[config.mk]
export PLATFORM = sky130hd
export DESIGN_NAME = desc_loader
export DESIGN_NICKNAME = d
export VERILOG_FILES = /design/src/rtl/dl_pkg.sv /design/src/rtl/dl_low_pick.sv /design/src/rtl/dl_word_ptr.sv /design/src/rtl/desc_loader.sv
export SDC_FILE = /design/constraint.sdc
export NUM_CORES = 1
export LEC_CHECK = 0
export BUFFER_PORTS_ARGS = -buffer_cell sky130_fd_sc_hd__buf_2
export CORE_MARGIN = 8
export CORE_UTILIZATION = 50
export DETAILED_ROUTE_END_ITERATION = 10
export GPL_TIMING_DRIVEN = 0
export HOLD_SLACK_MARGIN = 0.03
export PLACE_DENSITY = 0.74
export SETUP_SLACK_MARGIN = 0.2
export SYNTH_ARGS = -nofsm -noshare
export SYNTH_HDL_FRONTEND = slang
export SYNTH_SLANG_ARGS = --single-unit
[constraint.sdc]
create_clock -name clk -period 3.9 [get_ports clk]
set_clock_uncertainty 0.15 [all_clocks]
set_input_delay 0.195 -clock clk [delete_from_list [all_inputs] [get_ports clk]]
set_output_delay 0.195 -clock clk [all_outputs]
set_load 0.02 [all_outputs]
[src/rtl/dl_pkg.sv]
package dl_pkg;
  localparam int unsigned WORD_W    = 32;
  localparam int unsigned SEL_W     = $clog2(WORD_W);
  localparam int unsigned CLEAR_BIT = 0;
  localparam int unsigned LINK_BIT  = 30;
  // selector bits that consume a payload word
  localparam logic [WORD_W-1:0] LOAD_MASK = 32'hE018_5FFC;

  typedef enum logic [3:0] {
    S_IDLE, S_HDR_REQ, S_HDR_WAIT, S_CLR_WR,
    S_PAY_REQ, S_PAY_WAIT, S_PAY_WR, S_START, S_RUN
  } ld_state_e;
endpackage

[src/rtl/dl_low_pick.sv]
module dl_low_pick #(
  parameter int unsigned W = 32,
  localparam int unsigned IW = $clog2(W)
) (
  input  logic [W-1:0]  vec,
  output logic          any,
  output logic [IW-1:0] idx
);
  always_comb begin
    idx = '0;
    for (int i = W - 1; i >= 0; i--) begin
      if (vec[i]) idx = IW'(i);
    end
  end
  assign any = |vec;
endmodule

[src/rtl/dl_word_ptr.sv]
module dl_word_ptr #(
  parameter int unsigned AW   = 32,
  parameter int unsigned STEP = 4
) (
  input  logic          clk,
  input  logic          rst_n,
  input  logic          load,
  input  logic [AW-1:0] load_val,
  input  logic          adv,
  output logic [AW-1:0] addr
);
  always_ff @(posedge clk or negedge rst_n) begin
    if (!rst_n)    addr <= '0;
    else if (load) addr <= load_val;
    else if (adv)  addr <= addr + AW'(STEP);
  end
endmodule

[src/rtl/desc_loader.sv]
module desc_loader
  import dl_pkg::*;
#(
  parameter int unsigned AW = 32
) (
  input  logic              clk,
  input  logic              rst_n,
  input  logic              kick,
  input  logic [AW-1:0]     kick_addr,
  output logic              rd_req_valid,
  input  logic              rd_req_ready,
  output logic [AW-1:0]     rd_req_addr,
  input  logic              rd_rsp_valid,
  input  logic [WORD_W-1:0] rd_rsp_data,
  input  logic              rd_rsp_err,
  output logic              wr_valid,
  input  logic              wr_ready,
  output logic [SEL_W-1:0]  wr_idx,
  output logic [WORD_W-1:0] wr_data,
  output logic              ch_start,
  input  logic              ch_done,
  output logic              busy,
  output logic              fetch_err
);
  localparam int unsigned BYTES = WORD_W / 8;
  localparam logic [AW-1:0] ALIGN = ~AW'(BYTES - 1);

  ld_state_e          st;
  logic [WORD_W-1:0]  pend, link_q, data_q;
  logic [SEL_W-1:0]   cur_idx, pick_idx;
  logic               pick_any, err_q;
  logic               ptr_load, ptr_adv;
  logic [AW-1:0]      ptr, ptr_load_val, link_target;

  dl_low_pick #(.W(WORD_W)) u_pick (
    .vec(pend), .any(pick_any), .idx(pick_idx)
  );

  assign link_target  = link_q[AW-1:0] & ALIGN;
  assign ptr_load     = (st == S_IDLE && kick) || (st == S_RUN && ch_done && link_q[0]);
  assign ptr_load_val = (st == S_IDLE) ? kick_addr : link_target;
  assign ptr_adv      = rd_rsp_valid && !rd_rsp_err &&
                        (st == S_HDR_WAIT || st == S_PAY_WAIT);

  dl_word_ptr #(.AW(AW), .STEP(BYTES)) u_ptr (
    .clk(clk), .rst_n(rst_n), .load(ptr_load), .load_val(ptr_load_val),
    .adv(ptr_adv), .addr(ptr)
  );

  assign rd_req_valid = (st == S_HDR_REQ) || (st == S_PAY_REQ && pick_any);
  assign rd_req_addr  = ptr;
  assign wr_valid     = (st == S_CLR_WR) || (st == S_PAY_WR);
  assign wr_idx       = (st == S_CLR_WR) ? SEL_W'(CLEAR_BIT) : cur_idx;
  assign wr_data      = (st == S_CLR_WR) ? '0 : data_q;
  assign ch_start     = (st == S_START);
  assign busy         = (st != S_IDLE);
  assign fetch_err    = err_q;

  always_ff @(posedge clk or negedge rst_n) begin
    if (!rst_n) begin
      st      <= S_IDLE;
      pend    <= '0;
      link_q  <= '0;
      data_q  <= '0;
      cur_idx <= '0;
      err_q   <= 1'b0;
    end else begin
      case (st)
        S_IDLE: if (kick) begin
          err_q <= 1'b0;
          st    <= S_HDR_REQ;
        end
        S_HDR_REQ: if (rd_req_ready) st <= S_HDR_WAIT;
        S_HDR_WAIT: if (rd_rsp_valid) begin
          if (rd_rsp_err) begin
            err_q <= 1'b1;
            st    <= S_IDLE;
          end else begin
            pend   <= rd_rsp_data & LOAD_MASK;
            link_q <= '0;
            st     <= rd_rsp_data[CLEAR_BIT] ? S_CLR_WR : S_PAY_REQ;
          end
        end
        S_CLR_WR: if (wr_ready) st <= S_PAY_REQ;
        S_PAY_REQ: begin
          if (!pick_any)         st <= S_START;
          else if (rd_req_ready) st <= S_PAY_WAIT;
        end
        S_PAY_WAIT: if (rd_rsp_valid) begin
          if (rd_rsp_err) begin
            err_q <= 1'b1;
            st    <= S_IDLE;
          end else begin
            data_q  <= rd_rsp_data;
            cur_idx <= pick_idx;
            st      <= S_PAY_WR;
          end
        end
        S_PAY_WR: if (wr_ready) begin
          pend[cur_idx] <= 1'b0;
          if (cur_idx == SEL_W'(LINK_BIT)) link_q <= data_q;
          st <= S_PAY_REQ;
        end
        S_START: st <= S_RUN;
        S_RUN: if (ch_done) st <= link_q[0] ? S_HDR_REQ : S_IDLE;
        default: st <= S_IDLE;
      endcase
    end
  end
endmodule

==> qor.csv, run 1 <==
stage,metric,value,unit
detailed_routing,WL/cell,18.6,um
power_and_ir_drop,worst vdd ir,0.389,mV
grt,global-route wire length before repair,36.0,mm
detailed_routing,Antenna Nets Post-Route,0,
placement,Post-Place Setup Slack,1.17,ns
synthesis,top-area cell type share of the netlist area,0.479,
synthesis,Post-synth EDFFs,0,
grt,largest net degree at the start of global routing,79,
timing,Min Hold Slack,0.0589,ns
placement,Placed Instances,1111,
critical_path,capture instance of the worst register-to-register path,fetch_err,
run_status,outcome,finished clean,
cts,clock tree from TritonCTS,done,
grt,total congestion overflow after global routing,0,
synthesis,Post-Synthesis Mean Instance Area,9.12,um^2
placement,placed cell area,8140,um^2
critical_path,dominant cell type by count on the critical path,sky130_fd_sc_hd__clkbuf_1,
layout,share of layout cells above drive strength 1,0.207,
layout,post-layout instance count excluding filler cells,1210,
detailed_routing,Avg Vias per Cell,5.72,
die,DIE AREA,18400,um^2
cts,Clock Pin Slew Worst Setup and Hold Paths,0.06,ns
synthesis,top flip-flop cell by instance count after synthesis,sky130_fd_sc_hd__dfrtp_1,
timing,number of failing setup endpoints in the final timing report,0,
detailed_routing,initial detailed-routing violation count,603,
cts,cts bufs inserted,17,
timing,Tightest Pin Transition,0.916,ns
timing,final max-slew violation count,0,
cts,number of H-tree levels,4,
timing,maximum clock frequency,317,MHz
critical_path,Required @ worst endpoint,3.56,ns
cts,clock latency of the later-clocked register in the worst-skew pair,0.42,ns
placement,DPL Wire Length,16.2,mm
min_path,source of the worst hold timing path,ch_done,
die,site row count,43,
placement,Final GP Congestion,0.949,
power_and_ir_drop,total power per unit cell area,753,nW/um^2
grt,number of antenna violations at the first check in global routing,0,
timing,Total Neg Setup Slack,0,ns
critical_path,critical path launch point type,flip-flop,
timing,max_slew headroom,0.381,
synthesis,net count after synthesis,858,
grt,via count of the first global-routing pass,6818,
synthesis,leading cell types by total area after synthesis,"sky130_fd_sc_hd__dfrtp_1 48%, sky130_fd_sc_hd__nand2_1 9.9%, sky130_fd_sc_hd__a22o_1 5.3%, sky130_fd_sc_hd__nor2b_1 4.0%, sky130_fd_sc_hd__o21ai_0 2.4%",
synthesis,mapped cell area,7160,um^2
synthesis,synth cell count leaders,"188 x sky130_fd_sc_hd__nand2_1, 137 x sky130_fd_sc_hd__dfrtp_1, 46 x sky130_fd_sc_hd__nor2b_1, 43 x sky130_fd_sc_hd__a22o_1, 34 x sky130_fd_sc_hd__o21ai_0",
synthesis,Yosys top cell by area,sky130_fd_sc_hd__dfrtp_1,
power_and_ir_drop,leakage power,0.00438,uW
timing,fin worst setup slack,0.743,ns
synthesis,number of flip-flops and latches in the synthesized netlist,137,
min_path,classification of the worst-slack hold path,in -> reg,
min_path,endpoint with the worst hold slack,st[3],
cts,sinks on the clock net,137,
detailed_routing,final routed DRC violation total,0,
synthesis,leading cell type by number of instances after synthesis,sky130_fd_sc_hd__nand2_1,
synthesis,Synth async-reset ratio,1.00,
cts,clock tree root buffer cell,sky130_fd_sc_hd__clkbuf_16,
critical_path,depth of the worst register-to-register path,8,
job,Max Cap Violations,0,
critical_path,maximum single-stage delay on the critical path,0.48,ns
layout,Finished Cell Area,9400,um^2
critical_path,beginning of the worst register-to-register path,st[0],
die,die outline height,136,um
timing,final worst-path cycle share,0.809,
critical_path,type of the worst setup path,reg -> out,
synthesis,number of warnings printed during yosys synthesis,0,
critical_path,Worst EP arrival,2.81,ns
critical_path,capturing element type of the critical path,primary output,
timing,minimum clock period after layout,3.16,ns
detailed_routing,vias after detailed routing,6919,
critical_path,reg2reg setup slack,0.89,ns
grt,global-route total usage across every layer,0.248,
die,Die Span X,136,um
die,number of ports placed on the die boundary,146,
synthesis,post-synthesis cell type count,61,
placement,Buffers on Ports,145,
critical_path,maximum fanout along the worst path,10,
min_path,count of cells along the worst hold path,3,
detailed_routing,final routed wirelength across all metal layers,22.5,mm
die,effective utilization at floorplan,0.514,
synthesis,Mapped Cells,785,
die,Core Area,13900,um^2
cts,post-cts resize count,0,
layout,Ant. Diodes,0,
critical_path,Slowest cell on crit path,sky130_fd_sc_hd__clkbuf_1,
detailed_routing,Pre-Repair DR Iteration Count,5,
layout,area delta synth->final,31.4,%
timing,setup repair after global routing missed its margin,false,
cts,Clock Tree Buf Depth,2,
layout,Nets,1090,
synthesis,sequential share of the synthesized area,0.479,
critical_path,chain of cells forming the critical path,clkbuf_1 > nor2_1 > and3_1 > clkbuf_1 > clkbuf_1 > nor2b_1 > buf_2,
timing,final-report hold violation count,0,
[repair_timing]
action / 4_1_cts / 5_1_grt
hold buffers: 67 / 0
setup buffers: 0 / 0
hold endpoints to repair: 140 / 0
[kinds of logic (layout without fill, tap and decap cells)]
family | Yosys count | count (layout) | synth area share
compound gates | 173 | 173 | 0.178
xor+xnor | 21 | 21 | 0.0257
fa+ha+maj | 1 | 1 | 0.00175
buf+inv | 59 | 304 | 0.0343
flops | 137 | 137 | 0.479
mux | 18 | 18 | 0.0267
simple gates | 376 | 376 | 0.255
[layer usage]
metal  wire length (um)  GRT usage
met1               9200      0.315
met2              11000      0.395
met3               1590     0.0527
met5                  0          0
met4                747      0.114
[metrics by stage]
stage | utilization | total power (uW)
6_report | 0.675 | 7080
3_5_place_dp | 0.584 | 5400
2_1_floorplan | - | 4380
4_1_cts | 0.675 | 7070
5_1_grt | 0.675 | 7520
3_3_place_gp | 0.582 | 5350
[flip-flops by register name, summed over array words and instances (netlist names)]
name and flops:
pend 32, data_q 32, link_q 31, u_ptr.addr 32, cur_idx 5, st 4
fetch_err 1
[worst max-delay path, delay by kind of cell (launching register included)]
kind          cells  cell delay [ns]
simple gates      3             0.57
flops             1             0.45
buf+inv           4             1.36
[layout make-up]
cell class / instances / area (um^2)
fill: 1098 / 4530
sequential: 137 / 3430
tap: 180 / 225
buffer: 47 / 200
inverter: 12 / 45.0
clock buffer: 21 / 470
clock inverter: 11 / 120
timing repair buffer: 213 / 1430
multi-input combinational: 589 / 3480
[report_power, final]
group / switching (uW) / total, uW / internal, uW
logic: 1860 / 3070 / 1210
clock network: 616 / 1610 / 990
registers: 506 / 2410 / 1900
[placed cells by master, fill, tap and decap left out, drive strengths merged, types with 18 or more instances in the layout]
master         n
a21oi         20
a22o          43
buf          163
clkbuf        51
dfrtp        137
dlygate4sd3   67
nand2        188
nand3         30
nor2          29
nor2b         46
nor3          18
o21a          20
o21ai         36
[worst max-delay path by stage]
stage,start,to,slack [ns],cells after the start
4_1_cts,st[3],wr_data[12],0.72,7
6_report,st[3],wr_data[14],0.74,7
3_3_place_gp,rst_n,u_ptr.addr[24],0.59,1
5_1_grt,st[3],wr_data[12],0.51,7
3_5_place_dp,st[3],wr_data[12],1.17,7
2_1_floorplan,st[0],u_ptr.addr[14],1.66,7
No activity file was read; power rests on OpenSTA's default activity.
==> run 2: changes to the inputs <==
PLACE_DENSITY = 0.77   (was 0.74)
clock period = 2.73 ns   (was 3.9 ns; I/O delays follow)
==> run 2 against run 1 <==
  * Via count is 2.0% higher
  * Non-clock buffer count is 7 higher
  * Setup slack worse by 0.49 ns
  * Largest power group unchanged
==> qor.csv, run 2 (synthesis gave the netlist of run 1 again) <==
stage,metric,value,unit
run_status,outcome,finished clean,
critical_path,type of the worst setup path,reg -> out,
detailed_routing,initial detailed-routing violation count,785,
grt,via count of the first global-routing pass,7005,
cts,sinks on the clock net,137,
layout,biggest regs,"data_q (32), pend (32), u_ptr.addr (32)",
critical_path,capturing element type of the critical path,primary output,
timing,maximum clock frequency,403,MHz
layout,Nets,1097,
timing,minimum clock period after layout,2.48,ns
die,effective utilization at floorplan,0.514,
grt,total congestion overflow after global routing,0,
detailed_routing,Antenna Nets Post-Route,0,
placement,DPL Wire Length,16.2,mm
die,number of ports placed on the die boundary,146,
grt,global-route wire length before repair,37.6,mm
layout,most frequent standard cell in the layout excluding fill and tap cells,sky130_fd_sc_hd__nand2_1,
cts,Clock Pin Slew Worst Setup and Hold Paths,0.06,ns
critical_path,Worst Setup EP,wr_data[14],
critical_path,reg2reg setup slack,0.31,ns
layout,Ant. Diodes,0,
layout,highest-count cells in the layout ignoring fill and taps,"188 x sky130_fd_sc_hd__nand2_1, 159 x sky130_fd_sc_hd__buf_2, 133 x sky130_fd_sc_hd__dfrtp_1",
cts,cts bufs inserted,17,
layout,storage element area,3430,um^2
power_and_ir_drop,total power per unit cell area,1090,nW/um^2
placement,Buffers on Ports,145,
power_and_ir_drop,total power draw,10500,uW
critical_path,dominant cell type by count on the critical path,sky130_fd_sc_hd__buf_2,
detailed_routing,Avg Vias per Cell,5.81,
detailed_routing,final routed DRC violation total,0,
detailed_routing,Pre-Repair DR Iteration Count,8,
timing,Total Neg Setup Slack,0,ns
critical_path,chain of cells forming the critical path,buf_2 > buf_2 > and3_1 > clkbuf_4 > clkbuf_4 > nor2b_1 > buf_2,
timing,number of failing setup endpoints in the final timing report,0,
placement,placed cell area,8140,um^2
layout,fill count,1055,
cts,clock tree from TritonCTS,done,
layout,share of layout cells above drive strength 1,0.238,
grt,largest net degree at the start of global routing,99,
placement,Post-Place Setup Slack,0.0937,ns
critical_path,beginning of the worst register-to-register path,st[3],
timing,fin worst setup slack,0.250,ns
layout,Finished Cell Area,9640,um^2
cts,Clock Tree Buf Depth,2,
detailed_routing,WL/cell,19.7,um
grt,global-route total usage across every layer,0.263,
critical_path,maximum fanout along the worst path,10,
layout,post-layout instance count excluding filler cells,1215,
die,DIE AREA,18400,um^2
job,Max Cap Violations,0,
timing,setup repair after global routing missed its margin,true,
critical_path,depth of the worst register-to-register path,6,
critical_path,maximum single-stage delay on the critical path,0.35,ns
placement,Placed Instances,1111,
power_and_ir_drop,worst vdd ir,0.540,mV
die,site row count,43,
critical_path,critical path launch point type,flip-flop,
cts,number of H-tree levels,4,
timing,final worst-path cycle share,0.908,
critical_path,launching element of the worst setup path,st[0],
layout,multi-input logic area,3620,um^2
power_and_ir_drop,leakage power,0.00449,uW
detailed_routing,vias after detailed routing,7056,
die,Core Area,13900,um^2
timing,final max-slew violation count,0,
layout,area delta synth->final,34.7,%
critical_path,Worst EP arrival,2.19,ns
die,Die Span X,136,um
timing,Tightest Pin Transition,0.610,ns
detailed_routing,final routed wirelength across all metal layers,23.9,mm
timing,final-report hold violation count,0,
grt,number of antenna violations at the first check in global routing,0,
cts,clock latency of the later-clocked register in the worst-skew pair,0.43,ns
die,die outline height,136,um
placement,Final GP Congestion,0.950,
min_path,classification of the worst-slack hold path,in -> async,
critical_path,Slowest cell on crit path,sky130_fd_sc_hd__dfrtp_1,
critical_path,capture instance of the worst register-to-register path,link_q[9],
cts,clock tree root buffer cell,sky130_fd_sc_hd__clkbuf_16,
critical_path,Required @ worst endpoint,2.44,ns
timing,max_slew headroom,0.593,
run 2: cell count changes in the layout (fill, tap and decap cells not counted), moves of 3 or more:
| cell | before | now |
|---|---|---|
| sky130_fd_sc_hd__clkbuf_1 | 30 | 16 |
| sky130_fd_sc_hd__buf_4 | 1 | 9 |
| sky130_fd_sc_hd__clkbuf_2 | 1 | 9 |
| sky130_fd_sc_hd__nor4_4 | 0 | 8 |
| sky130_fd_sc_hd__dfrtp_1 | 137 | 133 |
| sky130_fd_sc_hd__dfrtp_2 | 0 | 4 |
| sky130_fd_sc_hd__nor4_1 | 7 | 3 |
| sky130_fd_sc_hd__nor4_2 | 6 | 2 |
| sky130_fd_sc_hd__clkbuf_4 | 0 | 3 |
| sky130_fd_sc_hd__clkbuf_8 | 3 | 6 |
| sky130_fd_sc_hd__clkinv_2 | 4 | 1 |
run 2: area by class of cell:
type,instances,share of cell area
multi-input cells,589,0.375
flip-flops and latches,137,0.356
repair buffers,220,0.154
clock buffers,24,0.0531
plain buffers,47,0.0241
well taps,180,0.0234
clock inverters,6,0.00909
inverters,12,0.00467
run 2: worst min-delay path by stage:
stage | start | end | slack, ns | cells after the start
after floorplan | rst_n | cur_idx[0] | -0.31 | 0
after global placement | rd_rsp_data[17] | data_q[17] | 0.18 | 3
after detailed placement | rst_n | pend[1] | -0.08 | 1
after CTS | rst_n | pend[8] | 0.04 | 2
after global routing | wr_ready | pend[16] | 0.05 | 3
final | rst_n | pend[8] | 0.04 | 2
run 2: routing by layer:
| layer | global-route usage | share of wire | vias up |
|---|---|---|---|
| li1 | - | - | 3261 |
| met1 | 0.326 | 0.39 | 3329 |
| met2 | 0.418 | 0.49 | 376 |
| met3 | 0.0638 | 0.081 | 90 |
| met4 | 0.133 | 0.041 | 0 |
| met5 | 0 | 0 | - |
run 2: per-stage QoR:
| step | utilization | hold slack, ns |
|---|---|---|
| floorplan | - | -0.309 |
| global placement | 0.582 | 0.177 |
| detailed placement | 0.584 | -0.0771 |
| CTS | 0.682 | 0.0351 |
| global route | 0.692 | 0.0547 |
| finish | 0.692 | 0.0375 |
run 2: where the power goes:
part,internal [uW],switching [uW]
logic,1870,2770
clock network,1480,851
registers,2720,815
total,6070,4440
run 2: repair_timing:
item | in CTS | in global routing
hold buffers | 69 | 0
setup buffers | 1 | 4
resized for setup | 19 | 38
hold endpoints to repair | 220 | 0
pin swaps | 1 | 5
setup endpoints to repair | 95 | 111
run 2: worst max-delay path: cells and delay by family (launching register included):
family,cells,cell delay [ns]
and+or+nand+nor,2,0.40
DFF,1,0.35
buffers and inverters,5,1.03
==> run 3: changes to the inputs <==
CORE_UTILIZATION = 41   (was 50)
PLACE_DENSITY = unset   (was 0.77)
==> run 3 against run 2 <==
  * Clock power up 4%
  * Wire length fell by 1.9%
  * Power rose by 0.12%
  * Final cell count increased by 4.2%
  * Global-route usage fell by 4.6 points
  * Critical path depth down 1
  * Utilization decreased by 12 points
  * First-iteration DRC count fell by 46%
  * Via count decreased by 3.9%
  * Setup slack better by 0.041 ns
  * Critical path type unchanged
  * Largest cell class unchanged
==> qor.csv, run 3 (synthesis gave the netlist of run 1 again) <==
stage,metric,value,unit
layout,Finished Cell Area,9750,um^2
layout,most frequent standard cell in the layout excluding fill and tap cells,sky130_fd_sc_hd__nand2_1,
critical_path,Slowest cell on crit path,sky130_fd_sc_hd__dfrtp_1,
power_and_ir_drop,P_int,6120,uW
placement,placed cell area,8200,um^2
critical_path,chain of cells forming the critical path,nor4_2 > nand2_1 > or3_4 > a21oi_1 > nor3_1 > buf_2,
cts,cts bufs inserted,17,
timing,final max-slew violation count,0,
run_status,outcome,finished clean,
grt,met1 demand-to-capacity share in global routing,0.285,
layout,area delta synth->final,36.3,%
grt,global route hottest layer,met2,
grt,via count of the first global-routing pass,6814,
timing,final worst-path cycle share,0.893,
critical_path,reg2reg setup slack,0.31,ns
cts,clock latency of the later-clocked register in the worst-skew pair,0.42,ns
critical_path,Worst path top cell family by delay,simple AND/OR/NAND/NOR gates,
layout,fill count,1583,
layout,Nets,1101,
critical_path,combined buffer and inverter count along the critical path,1,
cts,clock tree from TritonCTS,done,
timing,maximum clock frequency,410,MHz
die,DIE AREA,21900,um^2
critical_path,capturing element type of the critical path,primary output,
die,Core Area,17200,um^2
placement,DPL Wire Length,16.7,mm
timing,Tightest Pin Transition,0.624,ns
die,effective utilization at floorplan,0.417,
critical_path,Worst EP arrival,2.15,ns
timing,minimum clock period after layout,2.44,ns
critical_path,Required @ worst endpoint,2.44,ns
power_and_ir_drop,total power per unit cell area,1080,nW/um^2
critical_path,maximum fanout along the worst path,4,
die,die outline height,148,um
grt,global-route total usage across every layer,0.217,
cts,sinks on the clock net,137,
layout,share of layout cells above drive strength 1,0.241,
timing,number of failing setup endpoints in the final timing report,0,
job,Max Cap Violations,0,
critical_path,capture instance of the worst register-to-register path,u_ptr.addr[14],
grt,number of antenna violations at the first check in global routing,0,
placement,Final GP Congestion,0.891,
detailed_routing,final routed DRC violation total,0,
power_and_ir_drop,fraction of power spent switching nets,0.418,
critical_path,beginning of the worst register-to-register path,st[0],
detailed_routing,Antenna Nets Post-Route,0,
power_and_ir_drop,leakage power,0.00454,uW
cts,Clock Tree Buf Depth,2,
grt,met3 global-route usage,0.0477,
critical_path,Worst Setup EP,rd_req_valid,
power_and_ir_drop,part of the power in the clock network,0.230,
power_and_ir_drop,sequential fraction of design power,0.331,
grt,global-route wire length before repair,37.4,mm
detailed_routing,vias after detailed routing,6784,
timing,final-report hold violation count,0,
critical_path,depth of the worst register-to-register path,7,
placement,Buffers on Ports,145,
detailed_routing,final routed wirelength across all metal layers,23.5,mm
power_and_ir_drop,worst vdd ir,0.564,mV
detailed_routing,Avg Vias per Cell,5.36,
layout,highest-count cells in the layout ignoring fill and taps,"188 x sky130_fd_sc_hd__nand2_1, 157 x sky130_fd_sc_hd__buf_2, 135 x sky130_fd_sc_hd__dfrtp_1",
critical_path,maximum single-stage delay on the critical path,0.43,ns
grt,total congestion overflow after global routing,0,
die,site row count,48,
layout,post-layout instance count excluding filler cells,1266,
grt,met2 capacity usage during global routing,0.354,
power_and_ir_drop,Logic pwr share,0.439,
power_and_ir_drop,Net Switching,4390,uW
cts,Clock Pin Slew Worst Setup and Hold Paths,0.06,ns
timing,setup repair after global routing missed its margin,true,
min_path,classification of the worst-slack hold path,in -> async,
critical_path,critical path launch point type,flip-flop,
grt,largest net degree at the start of global routing,78,
placement,Placed Instances,1156,
cts,clock tree root buffer cell,sky130_fd_sc_hd__clkbuf_16,
timing,max_slew headroom,0.583,
detailed_routing,Pre-Repair DR Iteration Count,7,
cts,number of H-tree levels,4,
detailed_routing,initial detailed-routing violation count,420,
critical_path,number of cells on the critical path,6,
layout,Ant. Diodes,0,
detailed_routing,WL/cell,18.5,um
die,number of ports placed on the die boundary,146,
critical_path,type of the worst setup path,reg -> out,
die,Die Span X,148,um
critical_path,launching element of the worst setup path,pend[9],
layout,biggest regs,"data_q (32), pend (32), u_ptr.addr (32)",
run 3: changes by cell type in the layout (fill, tap and decap cells not counted), moves of 3 or more:
| cell | change |
|---|---|
| sky130_fd_sc_hd__clkbuf_8 | -3 |
| sky130_fd_sc_hd__clkinv_4 | +4 |
| sky130_fd_sc_hd__buf_4 | +7 |
| sky130_fd_sc_hd__clkinvlp_4 | -3 |
run 3: timing repair:
item	4_1_cts	5_1_grt
resized for setup	19	44
hold buffers	70	0
setup endpoints to repair	125	128
pin swaps	1	2
buffers inserted	5	4
hold endpoints to repair	144	0
run 3: area by class of cell:
cell class / count / area, um^2 / area share
Clock buffer: 23 / 478 / 0.0490
Sequential cell: 137 / 3430 / 0.352
Timing Repair Buffer: 225 / 1530 / 0.157
Tap cell: 225 / 282 / 0.0289
Inverter: 12 / 45.0 / 0.00462
Multi-Input combinational cell: 589 / 3610 / 0.370
Buffer: 46 / 238 / 0.0244
Clock inverter: 9 / 139 / 0.0142
run 3: power by group through the flow:
stage          logic, uW  clock network (uW)  registers [uW]
4_1_cts             4520                2450            3430
2_1_floorplan       2710                   0            3550
6_report            4610                2420            3480
3_5_place_dp        4310                   0            3450
5_1_grt             5040                2540            3600
3_3_place_gp        4270                   0            3460
run 3: routing by layer:
layer  part of all wire  up-vias
met1               0.44     3280
li1                   -     3268
met3              0.061       33
met2               0.49      203
met4              0.016        0
met5                  0        -
run 3: per-stage QoR:
step	setup TNS, ns	utilization	hold WS [ns]	setup slack, ns	total power [uW]
2_1_floorplan	0	-	-0.309	0.487	6250
3_3_place_gp	-97.35	0.475	0.177	-0.704	7730
3_5_place_dp	-1.85	0.477	0.0213	-0.175	7760
4_1_cts	0	0.559	0.136	0.194	10400
5_1_grt	0	0.568	0.177	0.136	11200
6_report	0	0.568	0.122	0.291	10500
run 3: worst min path at each step:
stage                    startpoint       endpoint  slack [ns]  cells past startpoint
floorplan                     rst_n     cur_idx[0]       -0.31                      0
global placement    rd_rsp_data[21]     data_q[21]        0.18                      3
detailed placement            rst_n  u_ptr.addr[7]        0.02                      1
CTS                           rst_n  u_ptr.addr[7]        0.14                      2
global route                  rst_n  u_ptr.addr[7]        0.18                      2
finish                        rst_n  u_ptr.addr[7]        0.12                      2
